File: src/rtl/energy_link_rx.sv
module energy_link_rx #(
  parameter int HALF_CYC     = 62,
  parameter int FRAME_TO_CYC = 375000,
  parameter int TOG_TO_CYC   = 13750000,
  parameter int CNT_W        = 16
) (
  input  logic             clk,
  input  logic             rst_n,
  input  logic             line_a,
  input  logic             line_b,
  output logic [15:0]      energy_o,
  output logic             err_o,
  output logic [1:0]       src_o,
  output logic [CNT_W-1:0] err_cnt_a,
  output logic [CNT_W-1:0] err_cnt_b,
  output logic [CNT_W-1:0] tog_cnt
);
  localparam int PW    = $clog2(2*HALF_CYC);
  localparam int SAMP1 = HALF_CYC/2 - 1;
  localparam int SAMP2 = SAMP1 + HALF_CYC;
  localparam int FW    = $clog2(FRAME_TO_CYC+1);
  localparam int TW    = $clog2(TOG_TO_CYC+1);

  function automatic logic [7:0] crc8(input logic [23:0] d);
    logic [7:0] c;
    logic fb;
    c = '0;
    for (int k = 23; k >= 0; k--) begin
      fb = c[7] ^ d[k];
      c  = {c[6:0], 1'b0} ^ (fb ? 8'h07 : 8'h00);
    end
    return c;
  endfunction

  logic             ln   [2];
  logic [2:0]       sy   [2];
  logic             busy [2];
  logic [PW-1:0]    ph   [2];
  logic [4:0]       bn   [2];
  logic             h1   [2];
  logic [31:0]      sh   [2];
  logic             done [2];
  logic             viol [2];
  logic             good [2];
  logic             bad  [2];
  logic [15:0]      eng  [2];
  logic [FW-1:0]    ft   [2];
  logic [CNT_W-1:0] ec   [2];

  assign ln[0] = line_a;
  assign ln[1] = line_b;

  for (genvar i = 0; i < 2; i++) begin : g_ch
    always_ff @(posedge clk or negedge rst_n)
      if (!rst_n) begin
        sy[i] <= '0; busy[i] <= 1'b0; ph[i] <= '0; bn[i] <= '0;
        h1[i] <= 1'b0; sh[i] <= '0; done[i] <= 1'b0; viol[i] <= 1'b0;
      end else begin
        sy[i]   <= {sy[i][1:0], ln[i]};
        done[i] <= 1'b0;
        viol[i] <= 1'b0;
        if (!busy[i]) begin
          if (sy[i][1] && !sy[i][2]) begin
            busy[i] <= 1'b1;
            ph[i]   <= PW'(1);
            bn[i]   <= '0;
          end
        end else begin
          ph[i] <= (ph[i] == PW'(2*HALF_CYC-1)) ? '0 : ph[i] + 1'b1;
          if (ph[i] == PW'(SAMP1)) h1[i] <= sy[i][1];
          if (ph[i] == PW'(SAMP2)) begin
            if (sy[i][1] == h1[i]) begin
              busy[i] <= 1'b0;
              viol[i] <= 1'b1;
            end else begin
              sh[i] <= {sh[i][30:0], h1[i]};
              if (bn[i] == 5'd31) begin
                busy[i] <= 1'b0;
                done[i] <= 1'b1;
              end else bn[i] <= bn[i] + 1'b1;
            end
          end
        end
      end

    assign good[i] = done[i] && (sh[i][31:25] == 7'b1001000) &&
                     (crc8(sh[i][31:8]) == sh[i][7:0]);

    always_ff @(posedge clk or negedge rst_n)
      if (!rst_n) begin
        bad[i] <= 1'b1; eng[i] <= '0; ft[i] <= '0; ec[i] <= '0;
      end else if (good[i]) begin
        bad[i] <= 1'b0;
        eng[i] <= sh[i][23:8];
        ft[i]  <= '0;
      end else begin
        ft[i] <= (ft[i] == FW'(FRAME_TO_CYC-1)) ? '0 : ft[i] + 1'b1;
        if (done[i] || viol[i] || ft[i] == FW'(FRAME_TO_CYC-1)) begin
          bad[i] <= 1'b1;
          if (ec[i] != {CNT_W{1'b1}}) ec[i] <= ec[i] + 1'b1;
        end
      end
  end

  assign err_cnt_a = ec[0];
  assign err_cnt_b = ec[1];

  logic          tv, tb, tseen, tref, tog_to;
  logic [TW-1:0] tt;
  assign tv = good[0] || good[1];
  assign tb = good[0] ? sh[0][24] : sh[1][24];

  always_ff @(posedge clk or negedge rst_n)
    if (!rst_n) begin
      tseen <= 1'b0; tref <= 1'b0; tog_to <= 1'b0; tt <= '0; tog_cnt <= '0;
    end else if (tv && (!tseen || tb != tref)) begin
      tseen  <= 1'b1;
      tref   <= tb;
      tog_to <= 1'b0;
      tt     <= '0;
    end else if (tt == TW'(TOG_TO_CYC-1)) begin
      tt     <= '0;
      tog_to <= 1'b1;
      if (tog_cnt != {CNT_W{1'b1}}) tog_cnt <= tog_cnt + 1'b1;
    end else tt <= tt + 1'b1;

  always_ff @(posedge clk or negedge rst_n)
    if (!rst_n) begin
      energy_o <= '0; err_o <= 1'b0; src_o <= 2'b00;
    end else if (tog_to) begin
      energy_o <= 16'hFFFF; err_o <= 1'b1; src_o <= 2'b11;
    end else if (!bad[0]) begin
      energy_o <= eng[0]; err_o <= 1'b0; src_o <= 2'b01;
    end else if (!bad[1]) begin
      energy_o <= eng[1]; err_o <= 1'b0; src_o <= 2'b10;
    end else begin
      err_o <= 1'b0; src_o <= 2'b00;
    end

  a_r4_prefer_a: assert property (@(posedge clk) disable iff (!rst_n)
    (!bad[0] && !tog_to) |=> (src_o == 2'b01 && energy_o == $past(eng[0])));
  a_r5_fallback_b: assert property (@(posedge clk) disable iff (!rst_n)
    (bad[0] && !bad[1] && !tog_to) |=> (src_o == 2'b10 && energy_o == $past(eng[1])));
  a_r6_hold: assert property (@(posedge clk) disable iff (!rst_n)
    (bad[0] && bad[1] && !tog_to) |=> (src_o == 2'b00 && $stable(energy_o)));
  a_r7_forced: assert property (@(posedge clk) disable iff (!rst_n)
    tog_to |=> (energy_o == 16'hFFFF && err_o && src_o == 2'b11));
  a_r8_no_wrap_a: assert property (@(posedge clk) disable iff (!rst_n)
    (err_cnt_a == {CNT_W{1'b1}}) |=> (err_cnt_a == {CNT_W{1'b1}}));
  a_r8_no_wrap_t: assert property (@(posedge clk) disable iff (!rst_n)
    (tog_cnt == {CNT_W{1'b1}}) |=> (tog_cnt == {CNT_W{1'b1}}));
  a_r2_single_step: assert property (@(posedge clk) disable iff (!rst_n)
    1'b1 |=> ((err_cnt_b - $past(err_cnt_b)) <= CNT_W'(1)));
endmodule

File: config.mk
export PLATFORM = sky130hd
export DESIGN_NAME = energy_link_rx
export DESIGN_NICKNAME = d
export VERILOG_FILES = /design/src/rtl/energy_link_rx.sv
export SDC_FILE = /design/constraint.sdc
export NUM_CORES = 1
export LEC_CHECK = 0
export BUFFER_PORTS_ARGS = -buffer_cell sky130_fd_sc_hd__buf_2
export CAP_MARGIN = 20
export CORE_ASPECT_RATIO = 1.5
export CORE_MARGIN = 4
export CORE_UTILIZATION = 62
export CTS_CLUSTER_DIAMETER = 30
export DETAILED_ROUTE_END_ITERATION = 10
export GPL_ROUTABILITY_DRIVEN = 1
export PLACE_DENSITY = 0.9
export SYNTH_ARGS = -nofsm -noshare
export SYNTH_HDL_FRONTEND = slang
export SYNTH_SLANG_ARGS = --single-unit
File: constraint.sdc
create_clock -name clk -period 4.2 [get_ports clk]
set_clock_uncertainty 0.05 [all_clocks]
set_input_delay 0 -clock clk [delete_from_list [all_inputs] [get_ports clk]]
set_output_delay 0 -clock clk [all_outputs]
set_load 0.005 [all_outputs]
==> results of run 1 <==
## how the worst max path moves through the flow
| stage | from | endpoint | slack [ns] | cells past startpoint |
|---|---|---|---|---|
| after floorplan | sh[29] | tog_cnt[1] | 0.88 | 12 |
| after global placement | sh[61] | tog_cnt[1] | 0.44 | 11 |
| after detailed placement | sh[61] | tog_cnt[1] | 0.25 | 11 |
| after CTS | sh[62] | tog_cnt[1] | 0.10 | 11 |
| after global routing | sh[62] | tog_cnt[1] | 0.13 | 13 |
| final | sh[62] | tog_cnt[1] | 0.32 | 12 |
## sequential cells by signal, summed over array words and instances (netlist names)
signal and cells:
err_o 1, tog_to 1, err_cnt_a 16, tref 1
bad 2, sh 64, eng 32, ft 38
h1 2, ph 14, src_o 2, tog_cnt 16
busy 2, bn 10, err_cnt_b 16, tseen 1
energy_o 16, tt 24, viol 2, done 2
sy 6
## stage by stage
stage	hold WS, ns	utilization, %	cells	cell area, µm²	setup slack [ns]
after floorplan	-0.346	-	1195	13300	0.877
after detailed placement	0.0613	65.9	1505	13900	0.249
after global routing	0.0888	73.0	1589	15400	0.125
final	0.0672	73.0	1589	15400	0.323
after global placement	0.0600	65.9	1505	13900	0.444
after CTS	0.0407	72.7	1582	15400	0.104
## power groups by stage
stage / sequential, W / clock [W] / combinational [W]
final: 0.00281 / 0.00344 / 0.000353
after global routing: 0.00283 / 0.00361 / 0.000407
after CTS: 0.00281 / 0.00348 / 0.000359
after detailed placement: 0.00285 / 0 / 0.000352
after global placement: 0.00284 / 0 / 0.000331
after floorplan: 0.00280 / 0 / 0.000263
## area by class of cell
type / count / area [µm²]
fill: 1290 / 5710
clock buffer: 47 / 1090
sequential: 268 / 6710
multi-input combinational: 861 / 6340
clock inverter: 27 / 315
inverter: 28 / 105
tap: 268 / 335
timing repair buffer: 90 / 543
## worst reg2reg max path: cells and delay by family, from the launching register on
family / cells / cell delay, ns
XOR/XNOR: 4 / 1.35
multiplexers: 1 / 0.33
adder cells (fa/ha/maj): 1 / 0.29
AND/OR/NAND/NOR: 3 / 0.81
AO/OA/AOI/OAI: 1 / 0.22
buffers and inverters: 2 / 0.28
flip-flops: 1 / 0.42
## cells in the final DEF (no fill, tap or decap), types with 8 or more instances in the layout
cell type,count
ha_1,20
inv_1,27
nand2b_1,8
nand2_1,116
dfrtp_1,266
clkbuf_16,41
nor2_1,108
a21oi_1,27
buf_4,15
buf_2,69
nand3_1,57
xnor3_1,26
xor2_1,68
nand4_1,39
mux2_2,78
and3_1,29
inv_6,10
or2_2,18
nor3_1,36
o21ai_0,26
xnor2_1,98
mux2i_1,19
## what timing repair did
action / 4_1_cts / 5_1_grt
endpoints found under the hold margin: 133 / 0
resized for setup: 0 / 0
hold buffers: 3 / 0
endpoints found under the setup margin: 0 / 1
setup buffers: 0 / 7
## layer usage
metal	global-route usage [%]	vias to the layer above	wire length (µm)
li1	-	4320	-
met1	30.5	4709	11600
met2	44.0	303	15500
met3	4.42	110	1370
met4	11.4	0	1180
met5	0	-	0
## logic make-up after synthesis
family	share of synthesized area [%]
and+or+nand+nor	17.3
DFF	50.3
xor gates and xnor gates	16.3
muxes	8.26
AOI/OAI and AO/OA	3.76
buffers and inverters	2.21
adders and majority gates	1.88
==> flow_summary.json, run 1 <==
{
  "cts_tree": "done",
  "ioPinCount": 71,
  "synth_top_cell_by_area": "dfrtp_1",
  "fin_tns_setup_ns": 0,
  "whs_path_depth": 2,
  "final_max_slew_viol_count": 0,
  "p_clk_share_pct": 52.1,
  "clock_path_buffers": 3,
  "grt_pass1_wl_um": 49900,
  "initial_core_util_pct": 63.1,
  "grt_overflow": 0,
  "firstDrtPassIters": 7,
  "whs_endpoint": "sy[3]",
  "cts_max_level": 2,
  "worstSkewPairLatency_ns": 0.54,
  "p_switching_w": 0.00162,
  "leakage_nw": 7.60,
  "clock-root-buffer": "clkbuf_16",
  "critical_path_class": "reg2reg",
  "drtIter0Drc": 624,
  "rr_endpoint": "tog_cnt[1]",
  "path_cells": "inv_1 > ha_1 > xnor3_1 > xnor3_1 > xnor2_1 > xnor2_1 > and3_1 > o221ai_4 > buf_12 > nand4_4 > nand3_1 > mux2_1",
  "synthTopCellsByArea": "dfrtp_1 (50%), mux2_2 (6.6%), xnor2_1 (6.4%), xor2_1 (4.5%), xnor3_1 (4.4%)",
  "post-route-drc-count": 0,
  "die_area_um2": 24000,
  "drv_cap": 0,
  "drt.antenna.violating_nets": 0,
  "sw_frac_of_total_pct": 24.5,
  "min_from": "line_a",
  "synth.most_common_cell": "dfrtp_1",
  "crit_required_ns": 4.56,
  "max_stage_delay_ns": 0.45,
  "cp_num_buf_inv": 2,
  "cp_slowest_cell": "xnor3_1",
  "dp_hpwl_um": 18100,
  "crit_family": "XOR/XNOR gates",
  "ff2ff_setup_slack_ns": 0.32,
  "seq_power_share_pct": 42.5,
  "track_usage_pct": 25.3,
  "synth-async-reset-ratio_pct": 100,
  "p_comb_share_pct": 5.3,
  "p_per_area_nw_per_um2": 428,
  "rsz0062_at_grt": "false",
  "clock_sinks": 268,
  "layout-drive-gt1-share_pct": 20.7,
  "die-width_um": 128,
  "seq_area_frac_synth_pct": 50.3,
  "crit_path_start_kind": "flop",
  "antenna_cells": 0,
  "ys.flop_type": "dfrtp_1",
  "synth_edf_count": 0,
  "layout-area-overhead-vs-synth_pct": 15.7,
  "syn_area_um2": 13300,
  "synth_top_area_share_pct": 49.9,
  "grt_max_degree": 135,
  "synth_common_cells": "dfrtp_1 (266), nand2_1 (116), nor2_1 (109), xnor2_1 (98), mux2_2 (78)",
  "avgSynthCellArea_um2": 11.2,
  "syn_nets": 1219,
  "p_total_w": 0.00661,
  "p_int_w": 0.00499,
  "hp-class": "in2reg",
  "gp_congestion": 0.886,
  "rows": 65,
  "fmax_mhz": 258,
  "viasPerCell": 5.94,
  "setup_viol": 0,
  "path_max_fanout": 16,
  "status": "completed",
  "wl_per_cell_um": 18.7,
  "core_um2": 21100,
  "antenna_found_initial": 0,
  "numPortBuffers": 70,
  "fin_crit_sh_pct": 92.3,
  "cp.arrival_ns": 4.24,
  "r2r_cells": 12,
  "num_vias": 9442,
  "cts-buffers-inserted": 40,
  "yosys_register_bits": 268,
  "final.min_clock_period_ns": 3.88,
  "final_hold_viol_count": 0,
  "worst_setup_path_end_kind": "flop",
  "clkTransAtPathRegs_ns": 0.06,
  "tightest_slew_ns": 1.04,
  "die_y_um": 188,
  "grt_pass1_vias": 10073,
  "synth_cell_types": 62,
  "maxSlewHeadroom_pct": 31.0,
  "syn-instance-count": 1195,
  "ir_drop_mv": 0.337,
  "nets": 1313,
  "rr_startpoint": "sh[62]",
  "finalWirelength_um": 29700,
  "yosys_warnings": 0
}
(Power assumes the default switching activity.)
==> run 2: changes to the inputs <==
--- a/config.mk
+++ b/config.mk
@@ -8,7 +8,9 @@
 export BUFFER_PORTS_ARGS = -buffer_cell sky130_fd_sc_hd__buf_2
 export CAP_MARGIN = 20
+export CELL_PAD_IN_SITES_DETAIL_PLACEMENT = 0
+export CELL_PAD_IN_SITES_GLOBAL_PLACEMENT = 1
 export CORE_ASPECT_RATIO = 1.5
 export CORE_MARGIN = 4
-export CORE_UTILIZATION = 62
+export CORE_UTILIZATION = 50
 export CTS_CLUSTER_DIAMETER = 30
 export DETAILED_ROUTE_END_ITERATION = 10
==> constraint.sdc (replaced) <==
create_clock -name clk -period 4.2 [get_ports clk]
set_clock_uncertainty 0.05 [all_clocks]
set_input_delay 0 -clock clk [delete_from_list [all_inputs] [get_ports clk]]
set_output_delay 0 -clock clk [all_outputs]
set_load 0.1 [all_outputs]
==> flow_summary.json, run 2 (same netlist as run 1, synthesis figures left out) <==
{
  "initial_core_util_pct": 50.5,
  "numPortBuffers": 70,
  "gp_congestion": 0.840,
  "dp_hpwl_um": 18600,
  "path_cells": "inv_1 > ha_1 > xnor2_1 > xnor3_1 > xnor3_1 > xnor2_1 > mux2i_1 > a21boi_2 > nand4_4 > nand3_1 > mux2_1",
  "track_usage_pct": 19.2,
  "clock-root-buffer": "clkbuf_16",
  "p_switching_w": 0.00168,
  "final.min_clock_period_ns": 3.77,
  "drv_cap": 0,
  "rsz0062_at_grt": "false",
  "die_y_um": 208,
  "cp_num_buf_inv": 1,
  "top_regs": "sh x64, ft x38, eng x32",
  "clkTransAtPathRegs_ns": 0.06,
  "ir_drop_mv": 0.458,
  "layout-drive-gt1-share_pct": 20.3,
  "largest_reg_flops": 64,
  "p_clk_share_pct": 51.0,
  "startpoint": "sh[29]",
  "wl_per_cell_um": 16.5,
  "worst_setup_path_end_kind": "flop",
  "clock_path_buffers": 3,
  "p_int_w": 0.00497,
  "use_met2_pct": 33.8,
  "grt_overflow": 0,
  "layout_common_cells": "dfrtp_1 (266), nand2_1 (116), nor2_1 (108)",
  "top_register": "sh",
  "layout-area-overhead-vs-synth_pct": 16.0,
  "use_met1_pct": 23.8,
  "num_vias": 8904,
  "grt_max_degree": 93,
  "drtIter0Drc": 372,
  "core_um2": 26400,
  "path_max_fanout": 16,
  "tightest_slew_ns": 0.876,
  "cts_max_level": 2,
  "fin_tns_setup_ns": 0,
  "setup_viol": 0,
  "worstSkewPairLatency_ns": 0.53,
  "crit_path_start_kind": "flop",
  "p_comb_share_pct": 6.7,
  "grt_pass1_wl_um": 46900,
  "crit_required_ns": 4.55,
  "final_hold_viol_count": 0,
  "fmax_mhz": 266,
  "viasPerCell": 5.39,
  "layout.cells.most_common": "dfrtp_1",
  "final_max_slew_viol_count": 0,
  "die_area_um2": 29400,
  "finalWirelength_um": 27300,
  "ioPinCount": 71,
  "fin_crit_sh_pct": 89.7,
  "maxSlewHeadroom_pct": 41.1,
  "nets": 1308,
  "rr_startpoint": "sh[29]",
  "antenna_found_initial": 0,
  "crit_family": "XOR/XNOR gates",
  "die-width_um": 141,
  "clock_sinks": 268,
  "setup_ws_ns": 0.434,
  "rows": 73,
  "post-route-drc-count": 0,
  "hp-class": "in2async",
  "leakage_nw": 7.56,
  "use_met3_pct": 3.40,
  "cts_tree": "done",
  "critical_path_class": "reg2reg",
  "seq_power_share_pct": 42.3,
  "top_usage_layer": "met2",
  "status": "completed",
  "firstDrtPassIters": 4,
  "antenna_cells": 0,
  "cts-buffers-inserted": 41,
  "grt_pass1_vias": 9382,
  "sw_frac_of_total_pct": 25.3,
  "post-place-ws_ns": 0.458,
  "cp_slowest_cell": "dfrtp_1",
  "p_per_area_nw_per_um2": 430,
  "max_stage_delay_ns": 0.44,
  "cp.arrival_ns": 4.12,
  "drt.antenna.violating_nets": 0
}
## run 2: cell types whose count changed in the layout (fill, tap and decap cells not counted)
cell | previous run | this run
buf_12 | 2 | 1
buf_4 | 15 | 10
bufinv_16 | 4 | 2
clkbuf_1 | 2 | 4
clkbuf_16 | 41 | 43
clkbuf_8 | 4 | 5
clkinv_2 | 6 | 3
clkinv_4 | 3 | 4
clkinvlp_4 | 1 | 2
inv_6 | 10 | 8
inv_8 | 1 | 2
## run 2: per-layer routing
metal | part of all wire [%] | wire (µm)
met5 | 0 | 0
met4 | 2.2 | 608
met3 | 3.3 | 895
met2 | 53 | 14600
met1 | 41 | 11200
## run 2: power groups by stage
stage | combinational, W | clock (W) | sequential [W]
after floorplan | 0.000263 | 0 | 0.00289
after global placement | 0.000434 | 0 | 0.00285
after detailed placement | 0.000449 | 0 | 0.00286
after CTS | 0.000455 | 0.00347 | 0.00281
after global routing | 0.000500 | 0.00361 | 0.00283
final | 0.000446 | 0.00339 | 0.00281
## run 2: worst reg2reg max path: cells and delay by family, from the launching register on
kind                     cells  cell delay, ns
AO/OA/AOI/OAI                1            0.28
adder cells (fa/ha/maj)      1            0.31
AND/OR/NAND/NOR              2            0.57
XOR/XNOR                     4            1.22
flip-flops                   1            0.44
multiplexers                 2            0.68
buffers and inverters        1            0.09
## run 2: layout make-up
class	count	area, µm²
Clock buffer	52	1160
Clock inverter	23	250
Fill cell	2205	10900
Inverter	28	105
Multi-Input combinational cell	861	6340
Sequential cell	268	6710
Tap cell	337	422
Timing Repair Buffer	84	485
## run 2: per-stage QoR
stage	hold slack [ns]	utilization (%)	power, W	std cells	instance area (µm²)
after floorplan	-0.346	-	0.00316	1195	13300
after global placement	0.0202	53.1	0.00328	1575	14000
after detailed placement	0.0283	53.1	0.00330	1575	14000
after CTS	0.0500	58.6	0.00674	1653	15500
after global routing	0.0745	58.6	0.00694	1653	15500
final	0.0358	58.6	0.00665	1653	15500
## run 2: repair_timing
action,4_1_cts,5_1_grt
hold buffers,3,0
endpoints found under the hold margin,91,0
setup endpoints to repair,0,0
resized for setup,0,0
buffers inserted,0,0
## run 2: path summary, 6_finish.rpt
kind	end	slack (ns)	cells past startpoint
worst min-delay path	tt[22]	0.04	2
worst max register to register	tog_cnt[1]	0.43	11
min in group clk	sy[3]	0.08	2
max in group asynchronous	err_cnt_b[4]	2.98	3
worst min register to register	sy[1]	0.29	0
worst max-delay path	tog_cnt[1]	0.43	11
==> run 3: changes to the inputs <==
- CTS_CLUSTER_DIAMETER: 30 -> 200
- PLACE_DENSITY: 0.9 -> unset
- PLACE_DENSITY_LB_ADDON: unset -> 0.1
==> flow_summary.json, run 3 (same netlist as run 1, synthesis figures left out) <==
{
  "rows": 73,
  "finalWirelength_um": 27100,
  "clock-root-buffer": "clkbuf_16",
  "antenna_found_initial": 0,
  "crit_path_start_kind": "flop",
  "max_stage_delay_ns": 0.43,
  "rsz0062_at_grt": "false",
  "grt_pass1_vias": 9126,
  "grt_max_degree": 116,
  "post-place-ws_ns": 0.428,
  "gp_congestion": 0.792,
  "worst_setup_path_end_kind": "flop",
  "drtIter0Drc": 300,
  "final.min_clock_period_ns": 3.74,
  "final_max_slew_viol_count": 0,
  "antenna_cells": 0,
  "regArea_um2": 6710,
  "track_usage_pct": 19.0,
  "wl_per_cell_um": 16.6,
  "nets": 1296,
  "die_y_um": 208,
  "cp_num_buf_inv": 1,
  "clock_path_buffers": 3,
  "fmax_mhz": 268,
  "path_cells": "inv_1 > ha_1 > xnor3_1 > xnor3_1 > xnor2_1 > xnor2_1 > and3_1 > o221ai_4 > nand4_4 > nand3_1 > mux2_1",
  "drt.antenna.violating_nets": 0,
  "tightest_slew_ns": 0.860,
  "fin_crit_sh_pct": 89.0,
  "ir_drop_mv": 0.318,
  "top_register": "sh",
  "largest_reg_flops": 64,
  "status": "completed",
  "cts_resized": 0,
  "die_area_um2": 29400,
  "firstDrtPassIters": 6,
  "layout-area-overhead-vs-synth_pct": 12.8,
  "die-width_um": 141,
  "layout-drive-gt1-share_pct": 18.8,
  "path_max_fanout": 16,
  "p_per_area_nw_per_um2": 384,
  "grt_overflow": 0,
  "worstSkewPairLatency_ns": 0.55,
  "cts-buffers-inserted": 28,
  "crit_required_ns": 4.59,
  "multi_input_area_um2": 6350,
  "crit_family": "XOR/XNOR gates",
  "numPortBuffers": 70,
  "initial_core_util_pct": 50.5,
  "ioPinCount": 71,
  "critical_path_class": "reg2reg",
  "leakage_nw": 7.35,
  "dp_hpwl_um": 19100,
  "clkTransAtPathRegs_ns": 0.06,
  "viasPerCell": 5.37,
  "drv_cap": 0,
  "core_um2": 26400,
  "cp.arrival_ns": 4.12,
  "cts_max_level": 1,
  "cp_slowest_cell": "dfrtp_1",
  "setup_viol": 0,
  "fillers": 2323,
  "final_hold_viol_count": 0,
  "setup_ws_ns": 0.464,
  "fin_tns_setup_ns": 0,
  "top_regs": "sh x64, ft x38, eng x32",
  "cts_tree": "done",
  "layout_common_cells": "dfrtp_1 (266), nand2_1 (116), nor2_1 (108)",
  "layout.cells.most_common": "dfrtp_1",
  "maxSlewHeadroom_pct": 42.7,
  "grt_pass1_wl_um": 46200,
  "hp-class": "in2reg",
  "num_vias": 8754,
  "clock_sinks": 268,
  "post-route-drc-count": 0
}
==> run 3: changes by cell type in the layout (fill, tap and decap cells not counted), sizes merged <==
cell,change
buf,+1
clkbuf,-10
clkinv,-4
inv,-10
==> run 3: final timing paths <==
path	depth (start not counted)	from	to	slack, ns
max	11	sh[61]	tog_cnt[1]	0.46
min	2	line_b	sy[0]	0.04
max reg2reg	11	sh[61]	tog_cnt[1]	0.46
min reg2reg	0	sy[0]	sy[1]	0.30
max in group asynchronous	3	rst_n	bad[1]	2.99
min in group asynchronous	2	rst_n	err_cnt_b[6]	0.07
==> run 3: final cells by class <==
class                      count  share of cell area [%]
multi-input combinational    861                    42.2
clock inverter                 9                   0.690
clock buffer                  42                    5.68
inverter                      28                   0.698
sequential                   268                    44.6
tap                          337                    2.80
timing repair buffer          85                    3.36
==> run 3: metrics by stage <==
stage          hold slack, ns  util, %  area, µm²  cells  total power, W
2_1_floorplan          -0.346        -      13300   1195         0.00316
3_3_place_gp           0.0602     53.3      14100   1576         0.00329
3_5_place_dp           0.0658     53.3      14100   1576         0.00330
4_1_cts               0.00801     57.0      15000   1630         0.00588
5_1_grt                0.0446     57.0      15000   1630         0.00604
6_report               0.0442     57.0      15000   1630         0.00578
==> run 3: report_power, final <==
group          total (W)  switching (W)  internal (W)
clock            0.00253        0.00101       0.00152
sequential       0.00281       0.000129       0.00268
combinational   0.000441       0.000279      0.000163
==> run 3: worst register-to-register path, stage by stage (launching register included) <==
cell,delay [ns]
dfrtp_1,0.43
inv_1,0.08
ha_1,0.28
xnor3_1,0.43
xnor3_1,0.37
xnor2_1,0.26
xnor2_1,0.13
and3_1,0.22
o221ai_4,0.42
nand4_4,0.38
nand3_1,0.26
mux2_1,0.33
==> run 3: metal layers <==
metal	global-route usage, %	wire (µm)	vias to the layer above
li1	-	-	4258
met1	22.7	11000	4325
met2	35.1	14400	119
met3	2.32	837	52
met4	6.36	780	0
met5	0	0	-
==> run 3: timing repair <==
| item | 4_1_cts | 5_1_grt |
|---|---|---|
| hold endpoints to repair | 115 | 0 |
| hold buffers | 3 | 0 |
| buffers inserted | 0 | 0 |
